### config.mk
export PLATFORM = sky130hd
export DESIGN_NAME = prog_delay_line
export DESIGN_NICKNAME = d
export VERILOG_FILES = /design/src/rtl/pdl_pkg.sv /design/src/rtl/pdl_sel_latch.sv /design/src/rtl/pdl_tap_resolve.sv /design/src/rtl/pdl_stage.sv /design/src/rtl/prog_delay_line.sv
export SDC_FILE = /design/constraint.sdc
export NUM_CORES = 1
export LEC_CHECK = 0
export BUFFER_PORTS_ARGS = -buffer_cell sky130_fd_sc_hd__buf_2
export CAP_MARGIN = 5
export CORE_AREA = 2 2 133 83
export CTS_BUF_LIST = sky130_fd_sc_hd__clkbuf_4 sky130_fd_sc_hd__clkbuf_8
export DETAILED_ROUTE_END_ITERATION = 8
export DIE_AREA = 0 0 135 85
export GPL_TIMING_DRIVEN = 0
export HOLD_SLACK_MARGIN = 0.06
export PLACE_DENSITY = 0.52
export SETUP_SLACK_MARGIN = 0.5
export SLEW_MARGIN = 20
export SYNTH_ARGS = -nofsm -noshare
export SYNTH_HDL_FRONTEND = slang
export SYNTH_SLANG_ARGS = --single-unit
### constraint.sdc
create_clock -name clk -period 3.8 [get_ports clk]
set_input_delay 0.76 -clock clk [delete_from_list [all_inputs] [get_ports clk]]
set_output_delay 0.76 -clock clk [all_outputs]
set_load 0.05 [all_outputs]
### src/rtl/pdl_pkg.sv
// Shared definitions for the programmable tap delay line.
// Assumes: callers pass single-bit override requests.
package pdl_pkg;

    // Which override, if any, decides the effective tap.
    typedef enum logic [1:0] {
        OVR_NONE = 2'd0,
        OVR_MIN  = 2'd1,
        OVR_MAX  = 2'd2
    } ovr_mode_e;

    // The maximum request wins over the minimum request.
    function automatic ovr_mode_e ovr_decode(input logic want_min, input logic want_max);
        if (want_max) return OVR_MAX;
        if (want_min) return OVR_MIN;
        return OVR_NONE;
    endfunction

endpackage

### src/rtl/pdl_sel_latch.sv
// Holding register for the tap word and the cascade bit.
// Loads on every clock edge while load is high and holds while it is low.
// Assumes: synchronous active-low reset clears both fields.
module pdl_sel_latch #(
    parameter int SEL_W = 7
) (
    input  logic             clk,
    input  logic             rst_n,
    input  logic             load,
    input  logic [SEL_W-1:0] sel_in,
    input  logic             casc_in,
    output logic [SEL_W-1:0] tap_q,
    output logic             casc_q
);

    // Capture the select word while loading, keep it otherwise.
    always_ff @(posedge clk) begin
        if (!rst_n) begin
            tap_q  <= '0;
            casc_q <= 1'b0;
        end else if (load) begin
            tap_q  <= sel_in;
            casc_q <= casc_in;
        end
    end

endmodule

### src/rtl/pdl_tap_resolve.sv
// Picks the effective tap from the held word and the two override inputs.
// Purely combinational. Assumes: overrides are already synchronous to clk.
module pdl_tap_resolve #(
    parameter int SEL_W = 7
) (
    input  logic             force_min,
    input  logic             force_max,
    input  logic [SEL_W-1:0] tap_q,
    output logic [SEL_W-1:0] tap_eff
);
    import pdl_pkg::*;

    ovr_mode_e mode;

    // Apply override priority to the held tap word.
    always_comb begin
        mode = ovr_decode(force_min, force_max);
        unique case (mode)
            OVR_MAX: tap_eff = {SEL_W{1'b1}};
            OVR_MIN: tap_eff = '0;
            default: tap_eff = tap_q;
        endcase
    end

endmodule

### src/rtl/pdl_stage.sv
// One binary-weighted delay stage of LEN register elements.
// The shift register always advances with the stage input, so its tail
// holds that input delayed by LEN cycles even while the stage is bypassed.
// Assumes: LEN >= 1.
module pdl_stage #(
    parameter int LEN = 1
) (
    input  logic clk,
    input  logic rst_n,
    input  logic s_in,
    input  logic insert,
    output logic s_out
);

    logic tail;

    if (LEN == 1) begin : g_single
        logic sr;
        // Single element: one cycle of delay.
        always_ff @(posedge clk) begin
            if (!rst_n) sr <= 1'b0;
            else        sr <= s_in;
        end
        assign tail = sr;
    end else begin : g_multi
        logic [LEN-1:0] sr;
        // Shift the stage input along LEN elements.
        always_ff @(posedge clk) begin
            if (!rst_n) sr <= '0;
            else        sr <= {sr[LEN-2:0], s_in};
        end
        assign tail = sr[LEN-1];
    end

    // Insert the delayed copy or pass the input straight through.
    always_comb begin
        s_out = insert ? tail : s_in;
    end

endmodule

### src/rtl/prog_delay_line.sv
// Programmable tap delay line: an input register followed by SEL_W
// binary-weighted stages, giving a delay of (effective tap + 1) cycles.
// Also carries a held cascade bit to casc_out for chaining units.
// Assumes: all inputs synchronous to clk; a tap change is followed by
// at least 2^SEL_W cycles before transitions that must see the new delay.
module prog_delay_line #(
    parameter int SEL_W = 7
) (
    input  logic             clk,
    input  logic             rst_n,
    input  logic             din,
    input  logic             din_en,
    input  logic [SEL_W-1:0] tap_sel,
    input  logic             cascade_sel,
    input  logic             tap_load,
    input  logic             force_min,
    input  logic             force_max,
    output logic             dout,
    output logic             casc_out
);

    localparam int CHAIN_N = SEL_W + 1;

    logic [SEL_W-1:0]   tap_q;
    logic [SEL_W-1:0]   tap_eff;
    logic               casc_q;
    logic               in_q;
    logic [CHAIN_N-1:0] link;

    pdl_sel_latch #(.SEL_W(SEL_W)) u_latch (
        .clk     (clk),
        .rst_n   (rst_n),
        .load    (tap_load),
        .sel_in  (tap_sel),
        .casc_in (cascade_sel),
        .tap_q   (tap_q),
        .casc_q  (casc_q)
    );

    pdl_tap_resolve #(.SEL_W(SEL_W)) u_resolve (
        .force_min (force_min),
        .force_max (force_max),
        .tap_q     (tap_q),
        .tap_eff   (tap_eff)
    );

    // Input register, frozen while the input enable is low.
    always_ff @(posedge clk) begin
        if (!rst_n)      in_q <= 1'b0;
        else if (din_en) in_q <= din;
    end

    assign link[0] = in_q;

    for (genvar n = 0; n < SEL_W; n++) begin : g_stage
        pdl_stage #(.LEN(1 << n)) u_stage (
            .clk    (clk),
            .rst_n  (rst_n),
            .s_in   (link[n]),
            .insert (tap_eff[n]),
            .s_out  (link[n+1])
        );
    end

    assign dout = link[SEL_W];

    // Register the held cascade bit once more for alignment.
    always_ff @(posedge clk) begin
        if (!rst_n) casc_out <= 1'b0;
        else        casc_out <= casc_q;
    end

endmodule

==> flow_metrics.env <==
export IMPL_status="completed"
export IMPL_post_route_period_util_pct=73.1
export IMPL_hold_depth=1
export IMPL_drive_above_1_share_pct=12.6
export IMPL_wl_microns=5600
export IMPL_syn_area_sq_um=4000
export IMPL_fin_util_pct=45.1
export IMPL_numCtsBuffers=17
export IMPL_clock_sinks=137
export IMPL_grt_overflow_total=0
export IMPL_first_global_vias=1976
export IMPL_finClkSkew_ns=0.00769
export IMPL_clk_latency_ns=0.42
export IMPL_ioPinCount=17
export IMPL_synth_area_per_cell_sq_um=11.8
export IMPL_max_vdd_ir_drop_uv=227
export IMPL_synth_flop_cell="dfxtp_1"
export IMPL_cp_common_cell="buf_2"
export IMPL_syn_inst=339
export IMPL_synthXorXnorAreaFrac_pct=0
export IMPL_grt_use_total_pct=11.1
export IMPL_fin_crit_ns=2.78
export IMPL_max_freq_ghz=0.360
export IMPL_synth_fa_ha_area_share_pct=0
export IMPL_synth_net_count=354
export IMPL_powerDensity_nw_per_um2=589
export IMPL_cp_required_ns=3.04
export IMPL_cts_root_buffer="clkbuf_8"
export IMPL_vias_per_cell=4.18
export IMPL_startpoint_type="primary input"
export IMPL_drc=0
export IMPL_yosys_area_share_simple_pct=23.3
export IMPL_yosys_cell_types_count=26
export IMPL_clkTransAtPathRegs_ns=0.07
export IMPL_yosys_warnings=0
export IMPL_num_rows=29
export IMPL_ys_seq_area_share_pct=68.6
export IMPL_finalMaxSlewViolations=0
export IMPL_seq_area_sq_um=2740
export IMPL_vias=2176
export IMPL_grt_max_degree=17
export IMPL_async_flop_share_pct=0
export IMPL_synth_edff_count=0
export IMPL_hold_class="register to register"
export IMPL_grt_pass1_wl_microns=9490
export IMPL_crit_slowest_cell="buf_2"
export IMPL_gp_congestion=0.778
export IMPL_synth_compound_area_share_pct=3.72
export IMPL_clk_path_buf_depth=2
export IMPL_cp_cell_sequence="buf_2, nand2b_1, o21bai_1, o21ai_0, a211oi_1, buf_2"
export IMPL_dp_hpwl_microns=3430
export IMPL_worstMarginPinSlew_ns=0.501
export IMPL_worstPathArrival_ns=2.02
export IMPL_fillers=973
export IMPL_synth_top_area_share_pct=68.6
export IMPL_dieArea_sq_um=11500
export IMPL_endpoint_kind="output port"
export IMPL_setup_viol=0
export IMPL_area_growth_synth_to_final_pct=16.2
export IMPL_drt_pass1_iter_count=4
export IMPL_yosys_top_cells_count="dfxtp_1 (137), and2_1 (123), clkbuf_1 (15)"
export IMPL_cts_resized=0
export IMPL_rsz0062_at_grt="false"
export IMPL_die_w_microns=135
export IMPL_relSlewSlack_pct=66.6
export IMPL_tns_ns=0
export IMPL_synth_top_family_by_area="simple AND/OR/NAND/NOR gates"
export IMPL_grt_antenna_before_repair=0
export IMPL_diodes=0
export IMPL_drt_iter0_drc=131
export IMPL_cts_setup_buffers=0
export IMPL_final_nets=386
export IMPL_ys_top_cells_by_area="dfxtp_1 (69%), and2_1 (19%), mux2i_1 (2.3%), nor2b_1 (2.2%), clkbuf_1 (1.4%)"
export IMPL_critPathKind="primary input to output port"
export IMPL_ant_nets=0
export IMPL_multiInputGateArea_sq_um=1170
export IMPL_drv_cap=0
export IMPL_synth_seq_cells=137
export IMPL_synth_area_leader_cell="dfxtp_1"
export IMPL_max_stage_delay_ns=0.31
export IMPL_r2r_cells=4
export IMPL_cts_hold_fix_buffers=0
export IMPL_synth_most_common_cell="dfxtp_1"
export IMPL_hold_viol_final=0
export IMPL_initial_core_util_pct=38.8
export IMPL_cts_max_level=4
export IMPL_core_area_sq_um=10300
export IMPL_dieHeight_microns=85
export IMPL_cts_tree="yes"
export IMPL_synth_mux_area_share_pct=2.25
export IMPL_wl_per_cell_microns=10.7
export IMPL_port_buffers=13
export IMPL_crit_path_max_fanout=5
export IMPL_power_leakage_nw=1.92
==> registers in the layout, summed over array words and instances (netlist names) <==
signal,cells
g_stage.u_stage.g_multi.sr,126
u_latch.tap_q,7
casc_out,1
g_stage.u_stage.g_single.sr,1
in_q,1
u_latch.casc_q,1
==> path summary, 6_finish.rpt <==
check	from	end	slack, ns
setup / recovery	force_max	dout	1.02
hold / removal	g_stage[6].u_stage.g_multi.sr[36]	g_stage[6].u_stage.g_multi.sr[37]	0.42
setup reg to reg	u_latch.tap_q[3]	g_stage[6].u_stage.g_multi.sr[0]	2.46
hold reg to reg	g_stage[6].u_stage.g_multi.sr[36]	g_stage[6].u_stage.g_multi.sr[37]	0.42
==> cells in the final DEF (no fill, tap or decap), types with 2 or more instances in the layout <==
master / n
dfxtp_1: 137
and2_1: 123
clkbuf_8: 20
buf_2: 15
clkbuf_1: 15
nor2b_1: 14
mux2i_1: 9
o21ai_0: 5
a21oi_1: 5
nor2_1: 4
o211ai_1: 4
o21bai_1: 3
bufinv_16: 3
clkinv_2: 3
nor2b_2: 2
inv_1: 2
nor3_1: 2
clkinvlp_4: 2
clkbuf_4: 2
==> report_power, final <==
group	total [mW]	leakage (nW)	switching (mW)	internal (mW)
registers	1.45	1.11	0.00594	1.45
logic	0.0745	0.602	0.0455	0.0290
clock network	1.21	0.207	0.504	0.706
==> layout make-up <==
type	instances	area share [%]
Tap cell	139	3.74
Inverter	2	0.162
Sequential cell	137	59.0
Timing Repair Buffer	13	1.40
Clock buffer	22	6.24
Buffer	18	1.67
Multi-Input combinational cell	182	25.2
Clock inverter	8	2.58
==> stage by stage <==
step	worst slack [ns]	area (sq um)	hold WS [ns]	power, mW	instances
2_1_floorplan	0.607	4000	0.406	1.54	339
3_3_place_gp	1.07	4240	0.414	1.56	491
3_5_place_dp	1.04	4240	0.417	1.56	491
4_1_cts	1.04	4650	0.425	2.78	521
5_1_grt	0.978	4650	0.427	2.85	521
6_report	1.02	4650	0.424	2.74	521
==> routing by layer <==
| metal | global-route usage, % | up-vias | routed length, microns |
|---|---|---|---|
| met1 | 16.2 | 1009 | 3200 |
| met3 | 5.85 | 10 | 295 |
| li1 | - | 1126 | - |
| met4 | 6.25 | 0 | 102 |
| met2 | 12.6 | 31 | 2000 |
| met5 | 0 | - | 0 |
==> worst max-delay path: cells and delay by family <==
family,cells,cell delay [ns]
buffers and inverters,2,0.44
AO/OA/AOI/OAI,3,0.65
AND/OR/NAND/NOR,1,0.16
==> kinds of logic (layout without fill, tap and decap cells) <==
family / after synthesis / in the layout
AO/OA/AOI/OAI: 23 / 23
buffers and inverters: 20 / 63
flip-flops: 137 / 137
multiplexers: 9 / 9
AND/OR/NAND/NOR: 150 / 150
(Power assumes the default switching activity.)
